`src/rtl/rtu_pkg.sv`:
```
package rtu_pkg;
    localparam logic [15:0] CRC_POLY = 16'hA001;
    localparam logic [15:0] CRC_INIT = 16'hFFFF;
    localparam int          MIN_LEN  = 4;
    localparam int          LEN_W    = $clog2(MIN_LEN + 1);

    typedef enum logic [1:0] {ST_SKIP, ST_IDLE, ST_RECV} rx_state_e;

    typedef struct packed {
        rx_state_e        state;
        logic [LEN_W-1:0] len;
        logic             match;
        logic [15:0]      crc;
        logic             ob_v;
        logic [7:0]       ob;
        logic             ok;
        logic             err;
    } frame_st_t;

    // Check-word contribution of one nibble: four reflected shift steps.
    function automatic logic [15:0] nib_entry(input logic [3:0] n);
        logic [15:0] c;
        c = {12'h000, n};
        for (int i = 0; i < 4; i++)
            c = c[0] ? ((c >> 1) ^ CRC_POLY) : (c >> 1);
        return c;
    endfunction
endpackage

```
`src/rtl/rtu_gap_timer.sv`:
```
module rtu_gap_timer #(
    parameter int CHAR_W = 8
) (
    input  logic              clk,
    input  logic              rst_n,
    input  logic              baud_tick,
    input  logic              rx_valid,
    input  logic [CHAR_W-1:0] char_ticks,
    output logic              gap
);
    localparam int CNT_W = CHAR_W + 3;

    logic [CNT_W-1:0] thr;
    logic [CNT_W-1:0] cnt_d, cnt_q;

    // ceil(3.5 * char_ticks) = (7 * char_ticks + 1) / 2
    always_comb begin
        thr = ((CNT_W'(char_ticks) * CNT_W'(7)) + CNT_W'(1)) >> 1;
        cnt_d = cnt_q;
        if (rx_valid)
            cnt_d = '0;
        else if (baud_tick && (cnt_q < thr))
            cnt_d = cnt_q + CNT_W'(1);
    end

    always_ff @(posedge clk or negedge rst_n) begin
        if (!rst_n) cnt_q <= '0;
        else        cnt_q <= cnt_d;
    end

    assign gap = (cnt_q >= thr);

    // A byte strobe always restarts the silence measurement.
    assert_gap_restart_R2: assert property (@(posedge clk) disable iff (!rst_n)
        (rx_valid && char_ticks != '0) |=> !gap);
endmodule

```
`src/rtl/rtu_crc_nib.sv`:
```
module rtu_crc_nib (
    input  logic [15:0] crc_in,
    input  logic [7:0]  data,
    output logic [15:0] crc_out
);
    import rtu_pkg::*;

    logic [15:0] tab [16];
    logic [15:0] mid;

    for (genvar gi = 0; gi < 16; gi++) begin : g_tab
        assign tab[gi] = nib_entry(4'(gi));
    end

    // Low nibble first, as the bits arrive least significant first.
    always_comb begin
        mid     = (crc_in >> 4) ^ tab[crc_in[3:0] ^ data[3:0]];
        crc_out = (mid >> 4) ^ tab[mid[3:0] ^ data[7:4]];
    end
endmodule

```
`src/rtl/rtu_frame_rx.sv`:
```
module rtu_frame_rx #(
    parameter int CHAR_W = 8
) (
    input  logic              clk,
    input  logic              rst_n,
    input  logic              baud_tick,
    input  logic [CHAR_W-1:0] char_ticks,
    input  logic [7:0]        local_addr,
    input  logic              rx_valid,
    input  logic [7:0]        rx_data,
    output logic              out_byte_valid,
    output logic [7:0]        out_byte,
    output logic              frame_ok,
    output logic              frame_err
);
    import rtu_pkg::*;

    frame_st_t   st_d, st_q;
    logic        gap;
    logic        begin_frame;
    logic        addr_hit;
    logic [15:0] crc_seed, crc_nx;

    rtu_gap_timer #(.CHAR_W(CHAR_W)) u_gap (
        .clk        (clk),
        .rst_n      (rst_n),
        .baud_tick  (baud_tick),
        .rx_valid   (rx_valid),
        .char_ticks (char_ticks),
        .gap        (gap)
    );

    // A byte opens a frame when the line is known quiet.
    assign begin_frame = rx_valid && ((st_q.state == ST_IDLE) || gap);
    assign addr_hit    = (rx_data == local_addr) || (rx_data == 8'h00);
    assign crc_seed    = begin_frame ? CRC_INIT : st_q.crc;

    rtu_crc_nib u_crc (
        .crc_in  (crc_seed),
        .data    (rx_data),
        .crc_out (crc_nx)
    );

    always_comb begin
        st_d      = st_q;
        st_d.ob_v = 1'b0;
        st_d.ok   = 1'b0;
        st_d.err  = 1'b0;
        unique case (st_q.state)
            ST_SKIP: begin
                if (gap && !rx_valid) st_d.state = ST_IDLE;
            end
            ST_IDLE: ;
            ST_RECV: begin
                if (gap) begin
                    if (st_q.match) begin
                        if (st_q.len >= LEN_W'(MIN_LEN) && st_q.crc == 16'h0000)
                            st_d.ok = 1'b1;
                        else
                            st_d.err = 1'b1;
                    end
                    if (!rx_valid) st_d.state = ST_IDLE;
                end else if (rx_valid) begin
                    if (st_q.len < LEN_W'(MIN_LEN)) st_d.len = st_q.len + LEN_W'(1);
                    st_d.crc  = crc_nx;
                    st_d.ob_v = st_q.match;
                    st_d.ob   = rx_data;
                end
            end
            default: st_d.state = ST_SKIP;
        endcase
        if (begin_frame) begin
            st_d.state = ST_RECV;
            st_d.len   = LEN_W'(1);
            st_d.match = addr_hit;
            st_d.crc   = crc_nx;
            st_d.ob_v  = addr_hit;
            st_d.ob    = rx_data;
        end
    end

    always_ff @(posedge clk or negedge rst_n) begin
        if (!rst_n) begin
            st_q       <= '0;
            st_q.state <= ST_SKIP;
        end else begin
            st_q <= st_d;
        end
    end

    assign out_byte_valid = st_q.ob_v;
    assign out_byte       = st_q.ob;
    assign frame_ok       = st_q.ok;
    assign frame_err      = st_q.err;

    assert_echo_next_cycle_R5: assert property (@(posedge clk) disable iff (!rst_n)
        out_byte_valid |-> ($past(rx_valid) && out_byte == $past(rx_data)));

    assert_close_after_gap_R2: assert property (@(posedge clk) disable iff (!rst_n)
        (frame_ok || frame_err) |-> $past(gap));

    assert_result_exclusive_R10: assert property (@(posedge clk) disable iff (!rst_n)
        $onehot0({frame_ok, frame_err}));

    assert_result_single_R10: assert property (@(posedge clk) disable iff (!rst_n)
        (frame_ok || frame_err) |=> !(frame_ok || frame_err));
endmodule

```
`config.mk`:
```
export PLATFORM = sky130hd
export DESIGN_NAME = rtu_frame_rx
export DESIGN_NICKNAME = d
export VERILOG_FILES = /design/src/rtl/rtu_pkg.sv /design/src/rtl/rtu_gap_timer.sv /design/src/rtl/rtu_crc_nib.sv /design/src/rtl/rtu_frame_rx.sv
export SDC_FILE = /design/constraint.sdc
export NUM_CORES = 1
export LEC_CHECK = 0
export ABC_CLOCK_PERIOD_IN_PS = 4600
export BUFFER_PORTS_ARGS = -buffer_cell sky130_fd_sc_hd__buf_2
export CAP_MARGIN = 20
export CORE_UTILIZATION = 51
export DETAILED_ROUTE_END_ITERATION = 16
export GPL_ROUTABILITY_DRIVEN = 0
export GPL_TIMING_DRIVEN = 0
export PLACE_DENSITY = 0.69
export SYNTH_ARGS = -nofsm -noshare
export SYNTH_HDL_FRONTEND = slang
export SYNTH_HIERARCHICAL = 1
export SYNTH_SLANG_ARGS = --single-unit
```
`constraint.sdc`:
```
create_clock -name clk -period 4.6 [get_ports clk]
set_input_delay 0.46 -clock clk [delete_from_list [all_inputs] [get_ports clk]]
set_output_delay 0.46 -clock clk [all_outputs]
set_load 0.05 [all_outputs]
```
; Word-level counts from Yosys, hierarchy flattened
; Memory sizes are Yosys's and may differ from the RTL's.
; Index checks and enable logic that the tools add are counted.
[word_totals]
ff_bits = 44
rom_bits = 512
inputBits = 28
output_inout_bits = 11
word_cells = 75
memories = 2
[classes]
add_sub_neg = 3
multipliers = 1
n_lt_le_gt_ge = 6
eq_ne = 8
muxes = 23
bitwise = 6
reduce_logical = 17
[memory_table]
columns = name, words, word_bits, rd, rd_ports_with_merged_regs, wr, line
row1 = (no name shown), 16, 16, 1, 0, 0, rtu_crc_nib.sv:17  ; mid = (crc_in >> 4) ^ tab[crc_in[3:0] ^ data[3:0]];
row2 = (no name shown), 16, 16, 1, 0, 0, rtu_crc_nib.sv:18  ; crc_out = (mid >> 4) ^ tab[mid[3:0] ^ data[7:4]];
[ops]
columns = operator, count
row1 = 2-to-1 mux 16 bit, 5
row2 = 2-to-1 mux 25 bit, 2
row3 = bitwise XOR 12 x 16 -> 16 bit, 2
row4 = 2-to-1 mux 31 bit, 1
row5 = 2-to-1 mux 27 bit, 1
row6 = adder 11 x 1 -> 11 bit (second input constant), 2
row7 = 2-to-1 mux 11 bit, 2
row8 = logical NOT 16 bit, 1
row9 = 2-to-1 mux 3 bit, 4
row10 = greater-or-equal comparator 11 x 10 -> 1 bit, 1
row11 = less-than comparator 11 x 10 -> 1 bit, 1
row12 = multiplier 8 x 3 -> 11 bit (second input constant), 1
row13 = greater-or-equal comparator 5 bit (second input constant), 2
row14 = 2-to-1 mux 2 bit, 5
row15 = NOT 4 -> 5 bit, 2
row16 = inequality test 3 bit (second input constant), 3
row17 = == test 8 bit, 1
row18 = logical NOT 8 bit, 1
row19 = AND reduction 4 bit, 2
row20 = nonzero test 2 bit, 4
row21 = bitwise XOR 4 bit, 2
row22 = case mux 2 bit (3 select lines), 1
row23 = logical AND 1 bit, 4
row24 = adder 3 x 1 -> 3 bit (second input constant), 1
row25 = 11 further kinds, 13

; Depth between registers and ports, before layout
; Gate-level depths: netlist of the first run.
[depth]
depth_word = 22
mapped_depth = 22
depth_no_buf = 19

; Cells and area by module
; The synthesis of the first run kept the hierarchy.
[modules_own_cells]
columns = mod, n_inst, cells_per_inst, area_each_um2, seq_area_each_um2
row1 = rtu_frame_rx, 1, 139, 1646.6, 825.8
row2 = rtu_gap_timer, 1, 135, 1293.7, 275.3
row3 = rtu_crc_nib, 1, 26, 274.0, 0.0

; Worst setup path after synthesis of the first run
; Ideal clock, no wire load.
[synth_timing]
kind = input -> register
from = in char_ticks[0]
to = reg st_q[11] in the netlist's numbering
setup_ps = 125
arrival_ps = 5524
required_time_ps = 4475
setup_slack_ps = -1049
stages = 22
n_path_buf = 3
path_cell_list = fa_1 -> ha_1 -> a21o_1 -> a41oi_1 -> nand2_1 -> a21oi_1 -> xor2_1 -> ha_1 -> nand4_1 -> a21o_1 -> a31oi_1 -> clkbuf_1 -> nand3b_1 -> clkbuf_1 -> o21ai_0 -> clkbuf_1 -> nand2b_1 -> xnor2_2 -> xor2_2 -> xor3_2 -> xnor3_1 -> mux2_2
[synth_between]
elab_cells_between_ends = 26
classes_between = 1 x add/sub / 1 x mul / 1 x order compare / 1 x eq/ne / 9 x mux / 6 x bitwise / 5 x reduce/logical / 2 x memory
[synth_rtl]
columns = item, line
row1 = from (decl), rtu_frame_rx.sv:7  ; input logic [CHAR_W-1:0] char_ticks,
row2 = multiplier 8 x 3 -> 11 bit *, rtu_gap_timer.sv:18  ; thr = ((CNT_W'(char_ticks) * CNT_W'(7)) + CNT_W'(1)) >> 1;
row3 = adder 11 x 1 -> 11 bit *, rtu_gap_timer.sv:18
row4 = greater-or-equal comparator 11 x 10 -> 1 bit *, rtu_gap_timer.sv:31  ; assign gap = (cnt_q >= thr);
row5 = net gap, rtu_frame_rx.sv:19  ; logic gap;
row6 = logical OR 1 bit *, rtu_frame_rx.sv:34  ; assign begin_frame = rx_valid && ((st_q.state == ST_IDLE) || gap);
row7 = logical AND 1 bit *, rtu_frame_rx.sv:34
row8 = 2-to-1 mux 16 bit *, rtu_frame_rx.sv:36  ; assign crc_seed = begin_frame ? CRC_INIT : st_q.crc;
row9 = net crc_seed[4], rtu_frame_rx.sv:22  ; logic [15:0] crc_seed, crc_nx;
row10 = [3 not listed], n/a
row11 = memory (16 x 16 bit) *, n/a
row12 = 2-to-1 mux 16 bit (implied by the code) * (2 in series), rtu_crc_nib.sv:18
row13 = bitwise XOR 12 x 16 -> 16 bit *, rtu_crc_nib.sv:18
row14 = net crc_nx[0], rtu_frame_rx.sv:22
row15 = 2-to-1 mux 25 bit, rtu_frame_rx.sv:63  ; end else if (rx_valid) begin
row16 = 2-to-1 mux 25 bit, rtu_frame_rx.sv:55  ; if (gap) begin
row17 = 2-to-1 mux 27 bit, rtu_frame_rx.sv:49  ; unique case (st_q.state)
row18 = 2-to-1 mux 31 bit *, rtu_frame_rx.sv:72  ; if (begin_frame) begin
row19 = to (signal assigned), rtu_frame_rx.sv:87  ; st_q <= st_d;
row20 = to (decl), rtu_frame_rx.sv:18  ; frame_st_t st_d, st_q;
; The timed path passes the listed nets; every way through them passes the cells marked *. The select of a mux whose other input is x is not followed.
; A chain may end at the register's enable or synchronous reset.

; Final worst setup path of the first run
[layout_timing]
from = in char_ticks[1]
to = reg st_q[11] in the netlist's numbering
[layout_between]
elab_chain_cells = 22
elab_cells_between_ends = 26
classes_between = 1 x add/sub / 1 x mul / 1 x order compare / 1 x eq/ne / 9 x mux / 6 x bitwise / 5 x reduce/logical / 2 x memory
[layout_rtl]
columns = item, line
row1 = multiplier 8 x 3 -> 11 bit *, rtu_gap_timer.sv:18
row2 = adder 11 x 1 -> 11 bit *, rtu_gap_timer.sv:18
row3 = greater-or-equal comparator 11 x 10 -> 1 bit *, rtu_gap_timer.sv:31
row4 = net gap, rtu_frame_rx.sv:19
row5 = logical OR 1 bit *, rtu_frame_rx.sv:34
row6 = logical AND 1 bit *, rtu_frame_rx.sv:34
row7 = 2-to-1 mux 16 bit *, rtu_frame_rx.sv:36
row8 = net crc_seed[1], rtu_frame_rx.sv:22
row9 = [8 not listed], n/a
row10 = memory (16 x 16 bit), n/a
row11 = 2-to-1 mux 16 bit (implied by the code) (2 in series), rtu_crc_nib.sv:18
row12 = bitwise XOR 12 x 16 -> 16 bit *, rtu_crc_nib.sv:18
row13 = net crc_nx[0], rtu_frame_rx.sv:22
row14 = 2-to-1 mux 25 bit, rtu_frame_rx.sv:63
row15 = 2-to-1 mux 25 bit, rtu_frame_rx.sv:55
row16 = 2-to-1 mux 27 bit, rtu_frame_rx.sv:49
row17 = 2-to-1 mux 31 bit *, rtu_frame_rx.sv:72
; Marked as above.

==> results.sh, run 1 <==
export IMPL_core_area_sq_mm=0.005991
export IMPL_layout_commonest_cell="dfrtp_1"
export IMPL_fin_ws_ps=-214.2
export IMPL_ys_types=48
export IMPL_die_area_sq_mm=0.006624
export IMPL_clkLatencyLatePin_ps=290
export IMPL_period_needed_ps=4814
export IMPL_crit_path_max_incr_delay_ps=530
export IMPL_cp_arrival_ps=4990
export IMPL_ys_seq_area_frac=0.3425
export IMPL_drc=0
export IMPL_grt_max_degree=45
export IMPL_pre_cts_slack_ps=-919.1
export IMPL_synth_seq_cells=44
export IMPL_slew_violations=0
export IMPL_first_pass_iters=4
export IMPL_yosysWarningCount=6
export IMPL_synth_area_sq_mm=0.003214
export IMPL_p_per_area_mw_per_mm2=539.1
export IMPL_crit_type="in -> reg"
export IMPL_hold_viol_final=0
export IMPL_grt_usage=0.2260
export IMPL_cellLeakagePower_nw=1.886
export IMPL_clockBufferDepth=2
export IMPL_area_growth_pct=26.74
export IMPL_finalSetupViolations=3
export IMPL_path_cells="buf_12 -> fa_1 -> ha_1 -> a21o_1 -> buf_4 -> a31oi_2 -> xor2_1 -> ha_1 -> a211o_1 -> o211ai_1 -> a31oi_4 -> nand3b_1 -> o21ai_4 -> buf_8 -> buf_6 -> nand2b_4 -> xnor2_4 -> xnor2_2 -> xor3_2 -> xnor3_1 -> mux2_2"
export IMPL_io_buffers=38
export IMPL_synthCells=300
export IMPL_cp_num_buf_inv=4
export IMPL_max_freq_ghz=0.2077
export IMPL_routed_wl_microns=6963
export IMPL_cts_tree="done"
export IMPL_crit_path_frequent_cell="ha_1"
export IMPL_drtAntennaViolNets=0
export IMPL_cts_root_buf="clkbuf_8"
export IMPL_synth_top_family_by_area="simple AND/OR/NAND/NOR gates"
export IMPL_status="finished with violations"
export IMPL_mostFrequentLayoutCells="44 x dfrtp_1, 35 x buf_2, 32 x buf_4"
export IMPL_synth_edf_count=0
export IMPL_avgSynthCellArea_sq_um=10.71
export IMPL_slew_limit_headroom=0.6777
export IMPL_ys_flop_type="dfrtp_1"
export IMPL_cpLargestDelayFamily="XOR/XNOR gates"
export IMPL_regToRegSetupSlack_ps=1080
export IMPL_violations="setup timing"
export IMPL_overflow=0
export IMPL_drive_above_1_share=0.3923
export IMPL_rsz0062_at_grt="yes"
export IMPL_grt_pass1_vias=2347
export IMPL_antenna_found_initial=0
export IMPL_die_w_microns=81.39
export IMPL_clk_pin_slew_ps=90
export IMPL_synth_xor_area_frac=0.1172
export IMPL_numCtsBuffers=5
export IMPL_antenna_cells=0
export IMPL_synth_simple_area_share=0.1510
export IMPL_timing_final_crit_share=1.047
export IMPL_routedWlPerCell_microns=15.93
export IMPL_vias_per_cell=5.519
export IMPL_htreeDepth=2
export IMPL_endpoint_kind="flip-flop"
export IMPL_fin_skew_ps=13.31
export IMPL_ioPinCount=39
export IMPL_initial_core_util=0.5365
export IMPL_power_mw=2.196
export IMPL_syn_nets=360
export IMPL_rows=28
export IMPL_tightest_slew_ps=483.4
export IMPL_synthAdderAreaFrac=0.1409
export IMPL_die_h_microns=81.39
export IMPL_grt_pass1_wl_microns=11330
export IMPL_drt_iter0_markers=125
export IMPL_synth_compound_area_frac=0.09264
export IMPL_hpwl_microns=4832
export IMPL_clkSinkCount=44
export IMPL_nets=423
export IMPL_async_flop_share=1.000
export IMPL_irDropWorstVdd_mv=0.4379
export IMPL_cp_start_kind="input pin"
export IMPL_worstPathMaxFanout=6
export IMPL_vias=2412
export IMPL_cap_violations=0
export IMPL_hp_class="in -> async"
export IMPL_slowest_stage="fa_1"
export IMPL_synthMuxAreaShare=0.09731
export IMPL_cp_required_ps=4780
state kept, by name, summed over array words and instances (netlist names):
signal	count
frame_err	1
u_gap/cnt_q	11
out_byte	8
out_byte_valid	1
frame_ok	1
st_q	22
report_power, final:
group	total (mW)	switching [mW]	internal, mW	leakage, nW
combinational	1.31	0.602	0.705	1.28
sequential	0.607	0.0942	0.513	0.551
clock	0.283	0.126	0.156	0.0501
what timing repair did:
item,4_1_cts,5_1_grt
setup buffers,13,6
pin swaps,21,20
hold buffers,0,0
gates resized for setup,20,16
setup endpoints to repair,4,4
cloned,0,0
worst reg2reg max path, stage by stage (launching register included):
cell and delay (ps):
dfrtp_1 430, ha_1 330, a211o_1 260, o211ai_1 140
a31oi_4 140, nand3b_1 250, o21ai_4 200, buf_8 140
buf_6 100, nand2b_4 60, xnor2_4 140, xnor2_2 200
xor3_2 530, xnor3_1 210, mux2_2 270
cells by family (layout without fill, tap and decap cells):
kind of cell,after synthesis,after routing
DFF,44,44
buffers and inverters,35,97
adders and majority gates,32,32
xor gates and xnor gates,37,37
muxes,28,28
AOI/OAI and AO/OA,42,42
and+or+nand+nor,82,82
routing by layer:
layer,global-route usage,routed length [microns],vias to the layer above
met1,0.3409,3452,1196
met4,0.04643,55,0
met2,0.3383,3234,49
li1,-,-,1161
met5,0,0,-
met3,0.03596,220,6
cells in the mapped netlist (4+ instances only):
cell,count,area share
a21o_1,4,0.0093
a21oi_1,12,0.019
buf_4,15,0.035
clkbuf_1,5,0.0058
dfrtp_1,44,0.34
fa_1,7,0.044
ha_1,25,0.097
inv_1,15,0.018
mux2_2,24,0.084
nand2_1,8,0.0093
nand2b_1,20,0.039
nand3_1,7,0.011
nand4_1,4,0.0078
nor2_1,11,0.013
nor4_1,4,0.0078
o21ai_0,6,0.0093
o31ai_1,6,0.014
or3_1,5,0.0097
or4_1,8,0.019
xnor2_1,17,0.046
xor2_1,15,0.041
layout make-up:
type	instances	area, sq um
buffer	18	135.1
clock inverter	1	30.03
fill	462	1917
clock buffer	5	68.82
timing repair buffer	58	387.9
tap	75	93.84
multi-input combinational	221	2201
inverter	15	56.30
sequential	44	1101
metrics by stage:
step / instance area, sq um / utilization / TNS, ps / hold WS (ps) / std cells
global placement: 3608 / 0.6023 / -3310 / 478.7 / 413
finish: 4074 / 0.6800 / -512.8 / 12.16 / 437
detailed placement: 3608 / 0.6023 / -4970 / 486.8 / 413
CTS: 3921 / 0.6546 / -660.5 / 377.8 / 431
floorplan: 3324 / - / -668.2 / 164.4 / 300
global route: 4074 / 0.6800 / -903.0 / 16.49 / 437
final timing paths:
| kind | startpoint | cells after the start | to |
|---|---|---|---|
| setup / recovery | char_ticks[1] | 21 | st_q[11] |
| hold / removal | rst_n | 1 | u_gap/cnt_q[4] |
| setup reg to reg | u_gap/cnt_q[4] | 14 | st_q[11] |
| hold reg to reg | out_byte[5] | 1 | out_byte[5] |
| max in group asynchronous | rst_n | 2 | out_byte[5] |
| min in group clk | out_byte[5] | 1 | out_byte[5] |
Power figures use the tool's default switching activity.
==> inputs of run 2 (changes only) <==
--- a/config.mk
+++ b/config.mk
@@ -13,6 +13,7 @@
 export GPL_ROUTABILITY_DRIVEN = 0
 export GPL_TIMING_DRIVEN = 0
 export PLACE_DENSITY = 0.69
+export SKIP_CTS_REPAIR_TIMING = 1
 export SYNTH_ARGS = -nofsm -noshare
 export SYNTH_HDL_FRONTEND = slang
 export SYNTH_HIERARCHICAL = 1
==> run 2 against run 1 <==
Against the previous run: the run still ends with setup timing left; combinational power barely moved; sequential cell count did not move; cell area rose by 0.43%; wire length rose by 1.9%; critical endpoint unchanged.
==> results.sh, run 2 (synthesis results as in run 1) <==
export IMPL_vias_per_cell=5.469
export IMPL_numCtsBuffers=5
export IMPL_die_w_microns=81.39
export IMPL_violations="setup timing"
export IMPL_power_mw=2.209
export IMPL_hold_viol_final=0
export IMPL_io_buffers=38
export IMPL_routedWlPerCell_microns=15.84
export IMPL_fin_area_sq_mm=0.004091
export IMPL_irDropWorstVdd_mv=0.4406
export IMPL_max_freq_ghz=0.1985
export IMPL_top_register="st_q"
export IMPL_pre_cts_slack_ps=-919.1
export IMPL_cp_start_kind="input pin"
export IMPL_antenna_found_initial=0
export IMPL_r2r_cells=14
export IMPL_largest_register_ffs=22
export IMPL_rows=28
export IMPL_cp_required_ps=4790
export IMPL_fin_tns_setup_ps=-1208
export IMPL_hp_class="in -> async"
export IMPL_initial_core_util=0.5365
export IMPL_grt_pass1_vias=2249
export IMPL_drive_above_1_share=0.3914
export IMPL_path_cells="buf_12 -> fa_1 -> ha_1 -> a21o_1 -> a41oi_2 -> nand3_2 -> a31oi_4 -> xnor2_2 -> ha_1 -> a21o_1 -> a211oi_4 -> nand3b_1 -> buf_8 -> o21ai_4 -> buf_8 -> nand2b_4 -> xnor2_4 -> xnor2_2 -> xor3_2 -> xnor3_1 -> mux2_2"
export IMPL_clockBufferDepth=2
export IMPL_final_util=0.6830
export IMPL_cts_root_buf="clkbuf_8"
export IMPL_grt_max_degree=45
export IMPL_clkLatencyLatePin_ps=300
export IMPL_cellLeakagePower_nw=1.942
export IMPL_core_area_sq_mm=0.005991
export IMPL_hpwl_microns=4832
export IMPL_period_needed_ps=5038
export IMPL_die_h_microns=81.39
export IMPL_finalSetupViolations=3
export IMPL_endpoint_kind="flip-flop"
export IMPL_tightest_slew_ps=485.0
export IMPL_crit_path_max_incr_delay_ps=530
export IMPL_vias=2450
export IMPL_clk_pin_slew_ps=80
export IMPL_drtAntennaViolNets=0
export IMPL_globalRouteMet3Util=0.04270
export IMPL_worst_hold_slack_ps=73.52
export IMPL_rsz0062_at_grt="yes"
export IMPL_clkSinkCount=44
export IMPL_timing_final_crit_share=1.095
export IMPL_slowest_stage="fa_1"
export IMPL_drc=0
export IMPL_fin_cells=448
export IMPL_fin_skew_ps=13.86
export IMPL_cap_violations=0
export IMPL_p_per_area_mw_per_mm2=539.9
export IMPL_nets=434
export IMPL_first_pass_iters=4
export IMPL_mostFrequentLayoutCells="45 x buf_4, 44 x dfrtp_1, 35 x buf_2"
export IMPL_slew_limit_headroom=0.6766
export IMPL_grt_usage=0.2118
export IMPL_die_area_sq_mm=0.006624
export IMPL_worstPathMaxFanout=6
export IMPL_grt_pass1_wl_microns=10670
export IMPL_ioPinCount=39
export IMPL_slew_violations=0
export IMPL_fin_ws_ps=-437.7
export IMPL_regToRegSetupSlack_ps=960
export IMPL_antenna_cells=0
export IMPL_overflow=0
export IMPL_placed_area_sq_mm=0.003608
export IMPL_crit_type="in -> reg"
export IMPL_status="finished with violations"
export IMPL_area_growth_pct=27.29
export IMPL_grt_busiest_layer="met2"
export IMPL_cp_arrival_ps=5230
export IMPL_htreeDepth=2
export IMPL_use_met1=0.3119
export IMPL_cts_tree="done"
export IMPL_use_met2=0.3167
export IMPL_drt_iter0_markers=138
export IMPL_place_inst=413
export IMPL_routed_wl_microns=7098
export IMPL_layout_commonest_cell="buf_4"
run 2: final timing paths:
kind	to	startpoint
setup / recovery	st_q[11]	char_ticks[1]
hold / removal	st_q[16]	rst_n
setup reg to reg	st_q[11]	u_gap/cnt_q[4]
hold reg to reg	out_byte[5]	out_byte[5]
max in group asynchronous	st_q[26]	rst_n
min in group clk	out_byte[3]	rx_data[3]
run 2: worst max-delay path, delay by kind of cell:
kind                       cells  cell delay [ps]
adders and majority gates      3             1070
buffers and inverters          3              430
and+or+nand+nor                3              380
muxes                          1              270
xor gates and xnor gates       5             1160
AOI/OAI and AO/OA              6             1430
run 2: power by group:
part	internal [mW]	leakage, nW	total, mW	switching, mW
Clock	0.156	0.0501	0.285	0.129
Sequential	0.513	0.551	0.608	0.0946
Combinational	0.718	1.34	1.32	0.598
run 2: area by class of cell:
class                   instances  area [sq um]
multi-input cells             221          2126
fillers                       479          1899
flip-flops and latches         44          1101
repair buffers                 68         465.4
plain buffers                  19         150.1
well taps                      75         93.84
clock buffers                   5         68.82
inverters                      15         56.30
clock inverters                 1         30.03
run 2: metal layers:
metal | part of all wire | wire, microns | vias up
li1 | - | - | 1184
met1 | 0.48 | 3395 | 1203
met2 | 0.47 | 3355 | 54
met3 | 0.040 | 282 | 9
met4 | 0.0089 | 63 | 0
met5 | 0 | 0 | -
==> inputs of run 3 (changes only) <==
--- a/config.mk
+++ b/config.mk
@@ -6,7 +6,7 @@
 export NUM_CORES = 1
 export LEC_CHECK = 0
 export ABC_CLOCK_PERIOD_IN_PS = 4600
-export BUFFER_PORTS_ARGS = -buffer_cell sky130_fd_sc_hd__buf_2
+export BUFFER_PORTS_ARGS = -buffer_cell sky130_fd_sc_hd__buf_4
 export CAP_MARGIN = 20
 export CORE_UTILIZATION = 51
 export DETAILED_ROUTE_END_ITERATION = 16
==> constraint.sdc (replaced) <==
create_clock -name clk -period 4.6 [get_ports clk]
set_input_delay 0.92 -clock clk [delete_from_list [all_inputs] [get_ports clk]]
set_output_delay 0.92 -clock clk [all_outputs]
set_load 0.05 [all_outputs]
==> run 3 against run 2 <==
Against the previous run: the run still ends with setup timing left; clock power decreased by 7%; die area unchanged; combinational power increased by 15%; cell area increased by 7.0%; largest cell class unchanged; critical path depth increased by 1; register-to-register slack got worse by 110 ps; core utilization increased by 4.8 points; setup slack got worse by 450 ps; global-route usage increased by 0.69 points.
==> results.sh, run 3 (synthesis results as in run 1) <==
export IMPL_max_freq_ghz=0.1821
export IMPL_status="finished with violations"
export IMPL_cp_arrival_ps=5670
export IMPL_clk_pin_slew_ps=90
export IMPL_die_area_sq_mm=0.006624
export IMPL_endpoint_kind="flip-flop"
export IMPL_core_area_sq_mm=0.005991
export IMPL_crit_path_max_incr_delay_ps=540
export IMPL_mostFrequentLayoutCells="68 x buf_4, 44 x dfrtp_1, 24 x ha_1"
export IMPL_fin_skew_ps=12.58
export IMPL_wl_met2_microns=3370
export IMPL_clkLatencyLatePin_ps=300
export IMPL_top_layer_used="met4"
export IMPL_die_w_microns=81.39
export IMPL_hold_viol_final=0
export IMPL_hp_class="reg -> reg"
export IMPL_drive_above_1_share=0.4144
export IMPL_drt_iter0_markers=108
export IMPL_worstPathMaxFanout=10
export IMPL_slew_limit_headroom=0.6126
export IMPL_antenna_found_initial=0
export IMPL_vias=2425
export IMPL_place_inst=413
export IMPL_drc=0
export IMPL_met3_length_microns=218
export IMPL_crit_type="in -> reg"
export IMPL_first_pass_iters=5
export IMPL_nets=434
export IMPL_slowest_stage="xor3_2"
export IMPL_fillers=403
export IMPL_vias_per_cell=5.401
export IMPL_ioPinCount=39
export IMPL_grt_max_degree=45
export IMPL_path_cells="buf_8 -> fa_1 -> ha_1 -> a21o_4 -> buf_4 -> a31oi_1 -> xor2_1 -> ha_1 -> a211o_1 -> o211ai_1 -> a31oi_4 -> clkbuf_8 -> nand3b_1 -> buf_8 -> o21ai_4 -> buf_8 -> nand2b_4 -> xnor2_4 -> xnor2_2 -> xor3_2 -> xnor3_1 -> mux2_2"
export IMPL_regToRegSetupSlack_ps=850
export IMPL_antenna_cells=0
export IMPL_layout_commonest_cell="buf_4"
export IMPL_cp_num_buf_inv=5
export IMPL_cts_tree="done"
export IMPL_multiInputGateArea_sq_mm=0.002243
export IMPL_top_register="st_q"
export IMPL_violations="setup timing"
export IMPL_drtAntennaViolNets=0
export IMPL_slew_violations=0
export IMPL_timing_final_crit_share=1.194
export IMPL_numCtsBuffers=5
export IMPL_finalSetupViolations=22
export IMPL_cp_required_ps=4780
export IMPL_period_needed_ps=5493
export IMPL_crit_path_frequent_cell="buf_8"
export IMPL_grt_usage=0.2187
export IMPL_area_growth_pct=36.24
export IMPL_routed_wl_microns=7277
export IMPL_htreeDepth=2
export IMPL_cp_start_kind="input pin"
export IMPL_p_per_area_mw_per_mm2=545.4
export IMPL_irDropWorstVdd_mv=0.4093
export IMPL_rsz0062_at_grt="yes"
export IMPL_rows=28
export IMPL_wl_met1_microns=3628
export IMPL_hpwl_microns=4805
export IMPL_fin_cells=449
export IMPL_power_mw=2.389
export IMPL_cap_violations=0
export IMPL_clockBufferDepth=2
export IMPL_cellLeakagePower_nw=2.070
export IMPL_tightest_slew_ps=581.2
export IMPL_initial_core_util=0.5365
export IMPL_grt_pass1_wl_microns=10850
export IMPL_cts_root_buf="clkbuf_8"
export IMPL_overflow=0
export IMPL_regArea_sq_mm=0.001101
export IMPL_clkSinkCount=44
export IMPL_fin_ws_ps=-892.5
export IMPL_grt_pass1_vias=2284
export IMPL_cpLargestDelayFamily="XOR/XNOR gates"
export IMPL_largest_register_ffs=22
export IMPL_io_buffers=38
export IMPL_die_h_microns=81.39
export IMPL_routedWlPerCell_microns=16.21
-- run 3: cell count changes in the layout (fill, tap and decap cells not counted), moves of 2 or more --
cell	before	now
buf_8	2	5
clkbuf_8	5	8
clkbuf_16	1	3
buf_2	35	0
nand2b_4	4	8
xnor2_1	11	9
nand2b_1	16	12
xnor2_4	3	5
mux2_2	23	18
buf_4	45	68
buf_6	0	8
mux2_4	1	7
-- run 3: metrics by stage --
stage	setup WS [ps]	util	setup TNS (ps)	hold WS [ps]	area, sq um
floorplan	-712.9	-	-2338	464.2	3354
global placement	-1326	0.6232	-14550	476.2	3734
detailed placement	-1287	0.6232	-14970	488.2	3734
CTS	-1042	0.6393	-7734	507.4	3830
global route	-1073	0.7310	-9540	522.3	4379
finish	-892.5	0.7310	-5602	514.2	4379
-- run 3: path summary, 6_finish.rpt --
| path | to | cells past startpoint | startpoint |
|---|---|---|---|
| worst min register to register | out_byte[2] | 1 | out_byte[2] |
| max in group asynchronous | st_q[31] | 1 | rst_n |
| worst max-delay path | st_q[11] | 22 | char_ticks[0] |
| worst min-delay path | out_byte[2] | 1 | out_byte[2] |
| min in group asynchronous | out_byte[6] | 1 | rst_n |
| worst max register to register | st_q[11] | 15 | u_gap/cnt_q[4] |
-- run 3: layout make-up --
| cell class | count | share of cell area |
|---|---|---|
| clock buffer | 7 | 0.02200 |
| tap | 75 | 0.02143 |
| buffer | 20 | 0.04457 |
| timing repair buffer | 67 | 0.1354 |
| sequential | 44 | 0.2514 |
| multi-input combinational | 221 | 0.5123 |
| inverter | 15 | 0.01286 |
-- run 3: layer usage --
layer / global-route usage / vias up
met3: 0.03820 / 7
met5: 0 / -
met4: 0.05893 / 0
li1: - / 1196
met2: 0.3192 / 37
met1: 0.3291 / 1185
-- run 3: power breakdown --
part	switching (mW)	total [mW]	leakage (nW)	internal [mW]
sequential	0.0947	0.608	0.551	0.513
combinational	0.649	1.52	1.47	0.866
clock	0.132	0.266	0.0503	0.134
total	0.876	2.39	2.07	1.51
